==> src/rtl/dphase_pkg.sv <==
package dphase_pkg;
  typedef enum logic [1:0] {
    VERD_NONE  = 2'd0,
    VERD_LATE  = 2'd1,
    VERD_EARLY = 2'd2
  } verdict_t;
endpackage

==> src/rtl/dphase_classify.sv <==
module dphase_classify
  import dphase_pkg::*;
(
  input  logic     edge_vld,
  input  logic     isamp_pos,
  input  logic     qsamp_pos,
  output verdict_t verdict
);
  // Data edge outside the +/- quarter-UI window is seen as a negative
  // in-phase sample; the quadrature sign tells which side it left by.
  always_comb begin
    verdict = VERD_NONE;
    if (edge_vld && !isamp_pos) begin
      verdict = qsamp_pos ? VERD_LATE : VERD_EARLY;
    end
  end
endmodule

==> src/rtl/dphase_filter.sv <==
module dphase_filter
  import dphase_pkg::*;
#(
  parameter int DEPTH = 2
) (
  input  logic     clk,
  input  logic     rst,
  input  logic     hold,
  input  logic     edge_vld,
  input  verdict_t verdict,
  output logic     step_fwd,
  output logic     step_bwd
);
  localparam int CW = $clog2(DEPTH + 1);

  verdict_t      last_q;
  logic [CW-1:0] run_q;
  logic          agree;
  logic          fire;

  always_comb begin
    agree    = edge_vld && (verdict != VERD_NONE) && (verdict == last_q);
    fire     = agree && (run_q == CW'(DEPTH - 1));
    step_fwd = !hold && fire && (verdict == VERD_LATE);
    step_bwd = !hold && fire && (verdict == VERD_EARLY);
  end

  always_ff @(posedge clk) begin
    if (rst || hold) begin
      last_q <= VERD_NONE;
      run_q  <= '0;
    end else if (edge_vld) begin
      if (verdict == VERD_NONE || fire) begin
        last_q <= VERD_NONE;
        run_q  <= '0;
      end else if (agree) begin
        run_q <= run_q + 1'b1;
      end else begin
        last_q <= verdict;
        run_q  <= CW'(1);
      end
    end
  end
endmodule

==> src/rtl/dphase_pointer.sv <==
module dphase_pointer #(
  parameter int TAPS = 4
) (
  input  logic            clk,
  input  logic            rst,
  input  logic            step_fwd,
  input  logic            step_bwd,
  output logic [TAPS-1:0] tap
);
  always_ff @(posedge clk) begin
    if (rst) begin
      tap <= TAPS'(1);
    end else if (step_fwd) begin
      tap <= {tap[TAPS-2:0], tap[TAPS-1]};
    end else if (step_bwd) begin
      tap <= {tap[0], tap[TAPS-1:1]};
    end
  end
endmodule

==> src/rtl/dphase_lockmon.sv <==
module dphase_lockmon
  import dphase_pkg::*;
#(
  parameter int LOCK_EDGES = 256
) (
  input  logic     clk,
  input  logic     rst,
  input  logic     enable,
  input  logic     edge_vld,
  input  verdict_t verdict,
  output logic     locked
);
  localparam int CW = $clog2(LOCK_EDGES + 1);

  logic [CW-1:0] quiet_q;

  always_ff @(posedge clk) begin
    if (rst || !enable) begin
      quiet_q <= '0;
      locked  <= 1'b0;
    end else if (!locked && edge_vld) begin
      if (verdict != VERD_NONE) begin
        quiet_q <= '0;
      end else if (quiet_q == CW'(LOCK_EDGES - 1)) begin
        locked <= 1'b1;
      end else begin
        quiet_q <= quiet_q + 1'b1;
      end
    end
  end
endmodule

==> src/rtl/dphase_steer.sv <==
module dphase_steer
  import dphase_pkg::*;
#(
  parameter int TAPS       = 4,
  parameter int DEPTH      = 2,
  parameter int LOCK_EDGES = 256
) (
  input  logic            clk,
  input  logic            rst,
  input  logic            enable_i,
  input  logic            edge_vld,
  input  logic            isamp_pos,
  input  logic            qsamp_pos,
  output logic [TAPS-1:0] tap_sel,
  output logic            adjust_active,
  output logic            bypass_path
);
  verdict_t verdict;
  logic     locked;
  logic     hold;
  logic     step_fwd;
  logic     step_bwd;

  assign hold          = !enable_i || locked;
  assign adjust_active = enable_i && !locked;
  assign bypass_path   = locked;

  dphase_classify u_classify (
    .edge_vld (edge_vld),
    .isamp_pos(isamp_pos),
    .qsamp_pos(qsamp_pos),
    .verdict  (verdict)
  );

  dphase_filter #(.DEPTH(DEPTH)) u_filter (
    .clk     (clk),
    .rst     (rst),
    .hold    (hold),
    .edge_vld(edge_vld),
    .verdict (verdict),
    .step_fwd(step_fwd),
    .step_bwd(step_bwd)
  );

  dphase_pointer #(.TAPS(TAPS)) u_pointer (
    .clk     (clk),
    .rst     (rst),
    .step_fwd(step_fwd),
    .step_bwd(step_bwd),
    .tap     (tap_sel)
  );

  dphase_lockmon #(.LOCK_EDGES(LOCK_EDGES)) u_lockmon (
    .clk     (clk),
    .rst     (rst),
    .enable  (enable_i),
    .edge_vld(edge_vld),
    .verdict (verdict),
    .locked  (locked)
  );
endmodule

==> config.mk <==
export PLATFORM = sky130hd
export DESIGN_NAME = dphase_steer
export DESIGN_NICKNAME = d
export VERILOG_FILES = /design/src/rtl/dphase_pkg.sv /design/src/rtl/dphase_classify.sv /design/src/rtl/dphase_filter.sv /design/src/rtl/dphase_pointer.sv /design/src/rtl/dphase_lockmon.sv /design/src/rtl/dphase_steer.sv
export SDC_FILE = /design/constraint.sdc
export NUM_CORES = 1
export LEC_CHECK = 0
export BUFFER_PORTS_ARGS = -buffer_cell sky130_fd_sc_hd__buf_4
export CORE_MARGIN = 1
export CORE_UTILIZATION = 51
export CTS_CLUSTER_SIZE = 24
export DETAILED_ROUTE_END_ITERATION = 12
export PLACE_DENSITY = 0.84
export SLEW_MARGIN = 5
export SYNTH_ARGS = -nofsm -noshare
export SYNTH_HDL_FRONTEND = slang
export SYNTH_HIERARCHICAL = 1
export SYNTH_SLANG_ARGS = --single-unit
==> constraint.sdc <==
create_clock -name clk -period 1.8 [get_ports clk]
set_clock_uncertainty 0.15 [all_clocks]
set_input_delay 0.18 -clock clk [delete_from_list [all_inputs] [get_ports clk]]
set_output_delay 0.18 -clock clk [all_outputs]
set_load 0.02 [all_outputs]
Word level (Yosys, flattened, before mapping)

Index checks and enable logic that the tools add are counted.

Register bits: 18
Bits of input ports: 6
Output and inout port bits: 6
Logic and storage cells: 48

Add/subtract/negate cells: 2
Equality and inequality tests: 7
Mux-type cells: 10
Bitwise gates (word level): 1
Reductions and logical operators: 23

Operator list:

| cell                  | number |
|---|---|
| $mux W9               | 2 |
| $mux W2               | 6 |
| $add A9 B1 Y9 const B | 1 |
| $eq A9 B8 Y1 const B  | 1 |
| $logic_and A1 B1 Y1   | 9 |
| $mux W4               | 2 |
| $eq A2 B1 Y1 const B  | 2 |
| $logic_not A1 Y1      | 4 |
| $logic_or A1 B1 Y1    | 4 |
| $ne A2 B2 Y1 const B  | 2 |
| $reduce_and A2 Y1     | 2 |
| $reduce_bool A2 Y1    | 2 |
| $reduce_and A3 Y1     | 1 |
| $add A2 B1 Y2 const B | 1 |
| $eq A2 B2 Y1          | 1 |
| $eq A2 B2 Y1 const B  | 1 |
| $logic_not A2 Y1      | 1 |
| $not A1 Y1            | 1 |

Depth between registers and ports, before layout

Gate-level depths: netlist of the first run.

Word-level depth: 11
Mapped depth: 9
Depth with buffers taken out: 7

Hierarchy

The synthesis of the first run kept the hierarchy.

By module, submodules not included:

| module          | times used | cells each | area each (sq um) | sequential area each (sq um) |
|---|---|---|---|---|
| dphase_lockmon  | 1          | 65         | 566.8             | 200.2 |
| dphase_filter   | 1          | 35         | 304.0             | 80.1 |
| dphase_pointer  | 1          | 19         | 186.4             | 80.1 |
| dphase_classify | 1          | 2          | 21.3              | 0.0 |
| dphase_steer    | 1          | 2          | 12.5              | 0.0 |

Worst setup path before layout of the first run

No wires, ideal clock.

Path type: input-to-reg
Start: input isamp_pos
End: register u_pointer.tap[2]
Setup time: 122 ps
Arrival time: 1666 ps
Required time: 1528 ps
Path slack: -138 ps
Stages on the path: 9
Buffers on the path: 2
Cells stage by stage: nor3b_2 > buf_4 > xor2_1 > o21ai_2 > nand4b_2 > nor3b_2 > clkbuf_2 > mux2i_1 > a211oi_1

Cells in the longest elaborated chain, start to end: 10
Elaborated cells on any way between the ends: 15
Those cells by class: eq/ne: 3; mux: 2; reduce/logical: 10

RTL lines:

| item                             | RTL line              | RTL |
|---|---|---|
| start: declaration               | dphase_steer.sv:12    | `input logic isamp_pos,` |
| $logic_not A1 Y1 *               | dphase_classify.sv:13 | `if (edge_vld && !isamp_pos) begin` |
| $logic_and A1 B1 Y1 *            | dphase_classify.sv:13 |  |
| $mux W2 *                        | dphase_classify.sv:13 |  |
| $reduce_bool A2 Y1               | dphase_filter.sv:22   | `agree = edge_vld && (verdict != VERD_NONE) && (verdict == last_q);` |
| $logic_and A1 B1 Y1 (2 in a row) | dphase_filter.sv:22   |  |
| $logic_and A1 B1 Y1              | dphase_filter.sv:23   | `fire = agree && (run_q == CW'(DEPTH - 1));` |
| $logic_and A1 B1 Y1              | dphase_filter.sv:25   | `step_bwd = !hold && fire && (verdict == VERD_EARLY);` |
| $logic_and A1 B1 Y1 *            | dphase_filter.sv:25   |  |
| via step_bwd                     | dphase_steer.sv:22    | `logic step_bwd;` |
| $reduce_bool A2 Y1 (no line) *   | n/a                   |  |
| end signal: assignment           | dphase_pointer.sv:14  | `tap <= {tap[TAPS-2:0], tap[TAPS-1]};` |
| end signal: assignment           | dphase_pointer.sv:16  | `tap <= {tap[0], tap[TAPS-1:1]};` |
| end: declaration                 | dphase_pointer.sv:8   | `output logic [TAPS-1:0] tap` |

Mark *: on every way through the listed nets, which the timed path passes. The rest lies on a longest branch.
A chain may end at the register's enable or synchronous reset.

Worst setup path after layout of the first run

Start: register u_lockmon.quiet_q[0]
End: register u_lockmon.quiet_q[3]

Cells in the longest elaborated chain, start to end: 3
Elaborated cells on any way between the ends: 6
Those cells by class: add/sub: 1; eq/ne: 2; mux: 2; reduce/logical: 1

RTL lines:

| item                                                 | RTL line                                   | RTL |
|---|---|---|
| start: declaration                                   | dphase_lockmon.sv:15                       | `logic [CW-1:0] quiet_q;` |
| start signal: assignment                             | dphase_lockmon.sv:27                       | `quiet_q <= quiet_q + 1'b1;` |
| $add A9 B1 Y9 / $eq A9 B8 Y1 (equally long branches) | dphase_lockmon.sv:27, dphase_lockmon.sv:24 |  |
| $mux W9 / $ne A2 B2 Y1 (equally long branches)       | n/a                                        |  |
| $mux W9 / $reduce_and A2 Y1 (equally long branches)  | n/a                                        |  |

Parallel ways exist; a longest one is shown, timed or not. The select of a mux whose other input is x is not followed.

==> results of run 1 <==
registers in the layout, indices dropped and copies added, names as in the netlist:
| name | cells |
|---|---|
| u_lockmon/quiet_q | 9 |
| u_filter/last_q | 2 |
| u_filter/run_q | 2 |
| u_lockmon/locked | 1 |
| u_pointer/tap | 4 |
repair_timing:
action                                  in CTS  in global routing
resized for setup                           17                 19
gates cloned                                 1                  0
pin swaps                                   13                 18
hold endpoints to repair                     4                  0
setup buffers                                6                  5
endpoints found under the setup margin      13                 14
hold buffers                                 1                  0
cell families after synthesis:
kind of cell / after synthesis / share of synthesized area
and+or+nand+nor: 45 / 0.290
AOI/OAI and AO/OA: 36 / 0.216
adders and majority gates: 3 / 0.0344
DFF: 18 / 0.330
buffers and inverters: 13 / 0.0573
muxes: 7 / 0.0642
xor gates and xnor gates: 1 / 0.00803
cell type report:
type / count / area [µm²] / share of cell area
clock buffers: 4 / 36.3 / 0.0225
inverters: 8 / 30.0 / 0.0186
multi-input cells: 92 / 803 / 0.499
well taps: 27 / 33.8 / 0.0210
repair buffers: 43 / 340 / 0.211
flip-flops and latches: 18 / 367 / 0.228
critical path, delay by kind of cell, from the launching register on:
kind            cells  cell delay [ns]
fa+ha+maj           2             0.34
flops               1             0.35
buf+inv             1             0.13
compound gates      1             0.15
simple gates        4             0.77
placed cells by master, fill, tap and decap left out, types with 2 or more instances in the layout:
master and instances:
nor3_1 2, dfxtp_2 2, or4b_4 2, nor4_1 2, or4_4 2, o21ai_0 4
nand3_1 6, mux2i_1 7, nor3b_4 4, clkbuf_4 3, o211ai_1 9, nor2b_1 6
o21ai_2 3, a21oi_2 4, nand4bb_1 2, nor2_1 3, buf_4 38, a21oi_1 4
nand2b_1 2, nand2_1 3, ha_4 2, dfxtp_1 15, buf_6 4, o31ai_1 3
a211oi_1 3, inv_1 8
metrics by stage:
step	power (mW)	instances	setup TNS, ns	hold slack [ns]
after CTS	0.751	188	-0.697	0.0494
final	0.764	192	-0.693	0.0849
after global placement	0.487	176	-0.603	0.268
after floorplan	0.457	123	-0.412	0.103
after global routing	0.792	192	-1.51	0.0849
after detailed placement	0.491	176	-1.35	0.276
final timing paths:
| kind | cells past startpoint | startpoint | to | slack [ns] |
|---|---|---|---|---|
| min reg2reg | 2 | u_lockmon/quiet_q[8] | u_lockmon/quiet_q[8] | 0.39 |
| min | 3 | enable_i | u_filter/run_q[1] | 0.08 |
| max reg2reg | 8 | u_lockmon/quiet_q[0] | u_lockmon/quiet_q[3] | -0.15 |
| max | 8 | u_lockmon/quiet_q[0] | u_lockmon/quiet_q[3] | -0.15 |
power by group through the flow:
stage / registers [mW] / logic (mW) / clock network [mW]
final: 0.402 / 0.0961 / 0.266
after global routing: 0.402 / 0.103 / 0.287
after CTS: 0.402 / 0.0864 / 0.263
after detailed placement: 0.411 / 0.0798 / 0
after global placement: 0.411 / 0.0761 / 0
after floorplan: 0.411 / 0.0453 / 0
metal layers:
metal / track usage / vias to the layer above / part of all wire
met1: 0.351 / 584 / 0.41
met5: 0 / - / 0
met4: 0.139 / 0 / 0.026
met3: 0.0667 / 8 / 0.035
met2: 0.488 / 35 / 0.52
li1: - / 552 / -
==> metrics, run 1 <==
status finished, violations left; failing checks negative setup slack; CP cell instances ha_4 > nand2_4 > nor3_4 > ha_4 > nor3b_4 > buf_6 > or4_4 > a21oi_2; MaxCap Viol Count 0; RSZ-0062 raised after global routing yes; Area growth, synth to finish 47.6%; Final Hold Viols 0; global-route wire length before repair 4530 µm; Post-synth EDFFs 0; post-route core utilization 0.813; largest cells by area after synthesis dfxtp_1 33%, mux2i_1 6.4%, o211ai_1 6.2%; total global routing overflow 0; Syn Inst Count 123; Crit. End Element flop; Pwr per Cell Area 474 nW/µm²; Cell Int Power 564 µW; pre-CTS WS -0.194 ns; vias after detailed routing 1,179; clk_lat worst skew 0.31 ns; die width 48.3 µm; fin area 1610 µm²; Worst EP required 1.90 ns; Worst VDD drop 0.000553 V; Final Worst Setup Slack -0.148 ns; slew margin rel. 0.613; Least-Margin Pin Slew 0.575 ns; drt pass-1 iters 4; Synth Net Count 132; fmax 0.513 GHz; I/O Buffers 11; clock sink count 18; Root Buffer clkbuf_4; CP Data Arrival Time 2.05 ns; full die area 2330 µm²; Tot GR Track Use 0.292; # setup viols final 12; Worst-path clk slew 0.11 ns; initial cell density of the core 0.551; clock power share 0.348; H-tree Lvls 1; Net Sw Frac 0.261; Synth top cells by count 18 x dfxtp_1, 9 x o211ai_1, 8 x a21oi_1, 8 x inv_1; number of buffers created by CTS 3; Synth Area per Inst 8.87 µm²; placed inst area 1350 µm²; Leak Pwr 0.608 nW; CP dominant cell by count ha_4; # rows 16; #FFs+latches synth 18; Tcrit/Tclk final 1.08; YS warnings 6; # diodes 0; CP max FO 5; most frequent cell after synthesis dfxtp_1; Reg power frac 0.526; Comb power frac 0.126; WL/cell 19.0 µm; DRC Markers 0; critical path type flop to flop; core box area 1980 µm²; min Tclk post-route 1.95 ns; Hold Path Class input pin to flop; Detailed Route WL 3640 µm; Die Y 48.3 µm; CP peak stage delay 0.49 ns; vias in the first global route 1,017; Filler cells 102; CTS tree yes; vias per inst 6.14; post-synthesis sequential area ratio 0.330; NumNets Final 175; Top FF cell, synth dfxtp_1; Yosys top cell area share 0.330; largest net degree at the start of global routing 23; net switching power 199 µW; Yosys cell types 39; slowest stage cell, crit path or4_4; share of layout cells above drive strength 1 0.448; initial antenna violation count 0; cell area after synthesis 1090 µm²; detailed placer's ending HPWL 2000 µm; io pins 12; RePlAce Congestion 0.915; max-slew violations 0; type of origin of the critical path flop; post-synthesis async set-or-reset flop share 0; Antenna Nets Post-Route 0; initial DRC count 54; Max clock buf depth 2; Synth area leader dfxtp_1
No activity file was read; power rests on OpenSTA's default activity.
==> run 2, diff against run 1 <==
CORE_UTILIZATION = 61   (was 51)
GPL_ROUTABILITY_DRIVEN = 1   (was default)
PLACE_DENSITY = 0.93   (was 0.84)
clock period = 2.5 ns   (was 1.8 ns; I/O delays follow)
==> run 2 against run 1 <==
Net effect: the flow now finishes without violations; global-route usage shrank 0.63 points; combinational power shrank 51%; total power shrank 31%; routed wire length shrank 36%; first-iteration DRC count shrank 35%; cell count shrank 17%; critical endpoint is now u_pointer/tap[3]; largest power group unchanged.
==> metrics, run 2 (synthesis gave the netlist of run 1 again) <==
status complete, no violations (was finished, violations left); RePlAce Congestion 0.844 (was 0.915); # hold bufs at CTS 0 (was 1); number of buffers created by CTS 3 (unchanged); die width 44.3 µm (was 48.3 µm); initial antenna violation count 0 (unchanged); max-slew violations 0 (unchanged); Tot GR Track Use 0.285 (was 0.292); most flop-heavy register u_lockmon/quiet_q (unchanged); type of origin of the critical path input pin (was flop); slew margin rel. 0.706 (was 0.613); largest net degree at the start of global routing 23 (unchanged); initial cell density of the core 0.684 (was 0.551); Leak Pwr 0.396 nW (was 0.608 nW); critical path type input pin to flop (was flop to flop); vias after detailed routing 1,013 (was 1,179); CP dominant cell by count nor3b_2 (was ha_4); Least-Margin Pin Slew 0.439 ns (was 0.575 ns); I/O Buffers 11 (unchanged); Root Buffer clkbuf_4 (unchanged); # rows 14 (was 16); initial DRC count 35 (was 54); post-route core utilization 0.767 (was 0.813); global-route wire length before repair 4070 µm (was 4530 µm); Antenna Nets Post-Route 0 (unchanged); vias per inst 6.37 (was 6.14); drt pass-1 iters 4 (unchanged); NumNets Final 145 (was 175); post-CTS setup buffer count 0 (was 6); Top Registers u_lockmon/quiet_q: 9 flops, u_pointer/tap: 4 flops (unchanged); Pwr per Cell Area 430 nW/µm² (was 474 nW/µm²); crit-path leading delay family simple AND/OR/NAND/NOR gates (unchanged); vias in the first global route 934 (was 1,017); Area growth, synth to finish 12.0% (was 47.6%); worst path buffer plus inverter count 1 (unchanged); clk_lat worst skew 0.31 ns (about the same); Crit. End Element flop (unchanged); Worst VDD drop 0.000325 V (was 0.000553 V); setup TNS 0 ns (was -0.693 ns); CP cell instances buf_4 > nor3b_2 > xor2_1 > o21ai_2 > nand4b_2 > nor3b_2 > mux2i_1 > a211oi_1 (was ha_4 > nand2_4 > nor3_4 > ha_4 > nor3b_4 > buf_6 > or4_4 > a21oi_2); CP max FO 10 (was 5); detailed placer's ending HPWL 1750 µm (was 2000 µm); Hold Path Class input pin to flop (unchanged); share of layout cells above drive strength 1 0.178 (was 0.448); total global routing overflow 0 (unchanged); placed inst area 1190 µm² (was 1350 µm²); CP peak stage delay 0.43 ns (was 0.49 ns); CP Data Arrival Time 2.23 ns (was 2.05 ns); WL/cell 14.6 µm (was 19.0 µm); RSZ-0062 raised after global routing no (was yes); fin area 1220 µm² (was 1610 µm²); Max clock buf depth 2 (unchanged); full die area 1960 µm² (was 2330 µm²); # diodes 0 (unchanged); H-tree Lvls 1 (unchanged); most frequent cells in the layout 18 x dfxtp_1, 13 x buf_4, 9 x o211ai_1, 8 x inv_1, 8 x a21oi_1 (was 38 x buf_4, 15 x dfxtp_1, 9 x o211ai_1, 8 x inv_1, 7 x mux2i_1); Final Hold Viols 0 (unchanged); fmax 0.458 GHz; io pins 12 (unchanged); core box area 1590 µm² (was 1980 µm²); CTS resizes 0 (was 17); slowest stage cell, crit path nor3b_2 (was or4_4); Detailed Route WL 2320 µm (was 3640 µm); max reg flops 9 (unchanged); Worst-path clk slew 0.11 ns (about the same); # setup viols final 0 (was 12); MaxCap Viol Count 0 (unchanged); Die Y 44.3 µm (was 48.3 µm); commonest non-fill, non-tap cell in the layout dfxtp_1 (was buf_4); CTS tree yes (unchanged); clock sink count 18 (unchanged); min Tclk post-route 2.18 ns; Worst EP required 2.55 ns (was 1.90 ns); DRC Markers 0 (unchanged); Tcrit/Tclk final 0.873
## run 2: changes by cell type in the layout (fill, tap and decap cells not counted), moves of 3 or more
| cell | before | now |
|---|---|---|
| buf_4 | 38 | 13 |
| a21oi_1 | 4 | 8 |
| dfxtp_1 | 15 | 18 |
| nor3b_4 | 4 | 0 |
| o21ai_0 | 4 | 7 |
| a21oi_2 | 4 | 0 |
| nor3b_2 | 0 | 3 |
| buf_6 | 4 | 0 |
## run 2: metrics by stage
step | total power [mW] | setup slack (ns) | hold WS (ns) | std cells
after floorplan | 0.326 | 0.492 | 0.173 | 123
final | 0.526 | 0.318 | 0.00961 | 159
after global placement | 0.340 | 0.194 | 0.308 | 155
after CTS | 0.524 | 0.310 | 0.0168 | 159
after detailed placement | 0.343 | 0.00145 | 0.328 | 155
after global routing | 0.543 | 0.152 | 0.0202 | 159
## run 2: final cells by class
| type | count | area (µm²) |
|---|---|---|
| timing repair buffer | 13 | 97.6 |
| inverter | 8 | 30.0 |
| sequential | 18 | 360 |
| tap | 24 | 30.0 |
| multi-input combinational | 92 | 668 |
| fill | 102 | 372 |
| clock buffer | 4 | 36.3 |
## run 2: worst paths after layout
check             slack, ns              endpoint  cells after the start            startpoint
setup / recovery       0.32      u_pointer/tap[3]                      8              edge_vld
hold reg to reg        0.35  u_lockmon/quiet_q[8]                      2  u_lockmon/quiet_q[8]
setup reg to reg       0.34      u_pointer/tap[3]                      6    u_filter/last_q[1]
hold / removal         0.01      u_pointer/tap[1]                      2                   rst
## run 2: power breakdown
part / switching (mW) / leakage [nW] / internal [mW]
logic: 0.0293 / 0.229 / 0.0178
registers: 0.00170 / 0.145 / 0.288
clock network: 0.0999 / 0.0210 / 0.0891
total: 0.131 / 0.396 / 0.395
## run 2: metal layers
metal / share of wire / GRT usage / wire (µm) / vias up
li1: - / - / - / 492
met1: 0.45 / 0.346 / 1050 / 488
met2: 0.49 / 0.474 / 1130 / 26
met3: 0.031 / 0.0531 / 73 / 7
met4: 0.028 / 0.158 / 66 / 0
met5: 0 / 0 / 0 / -
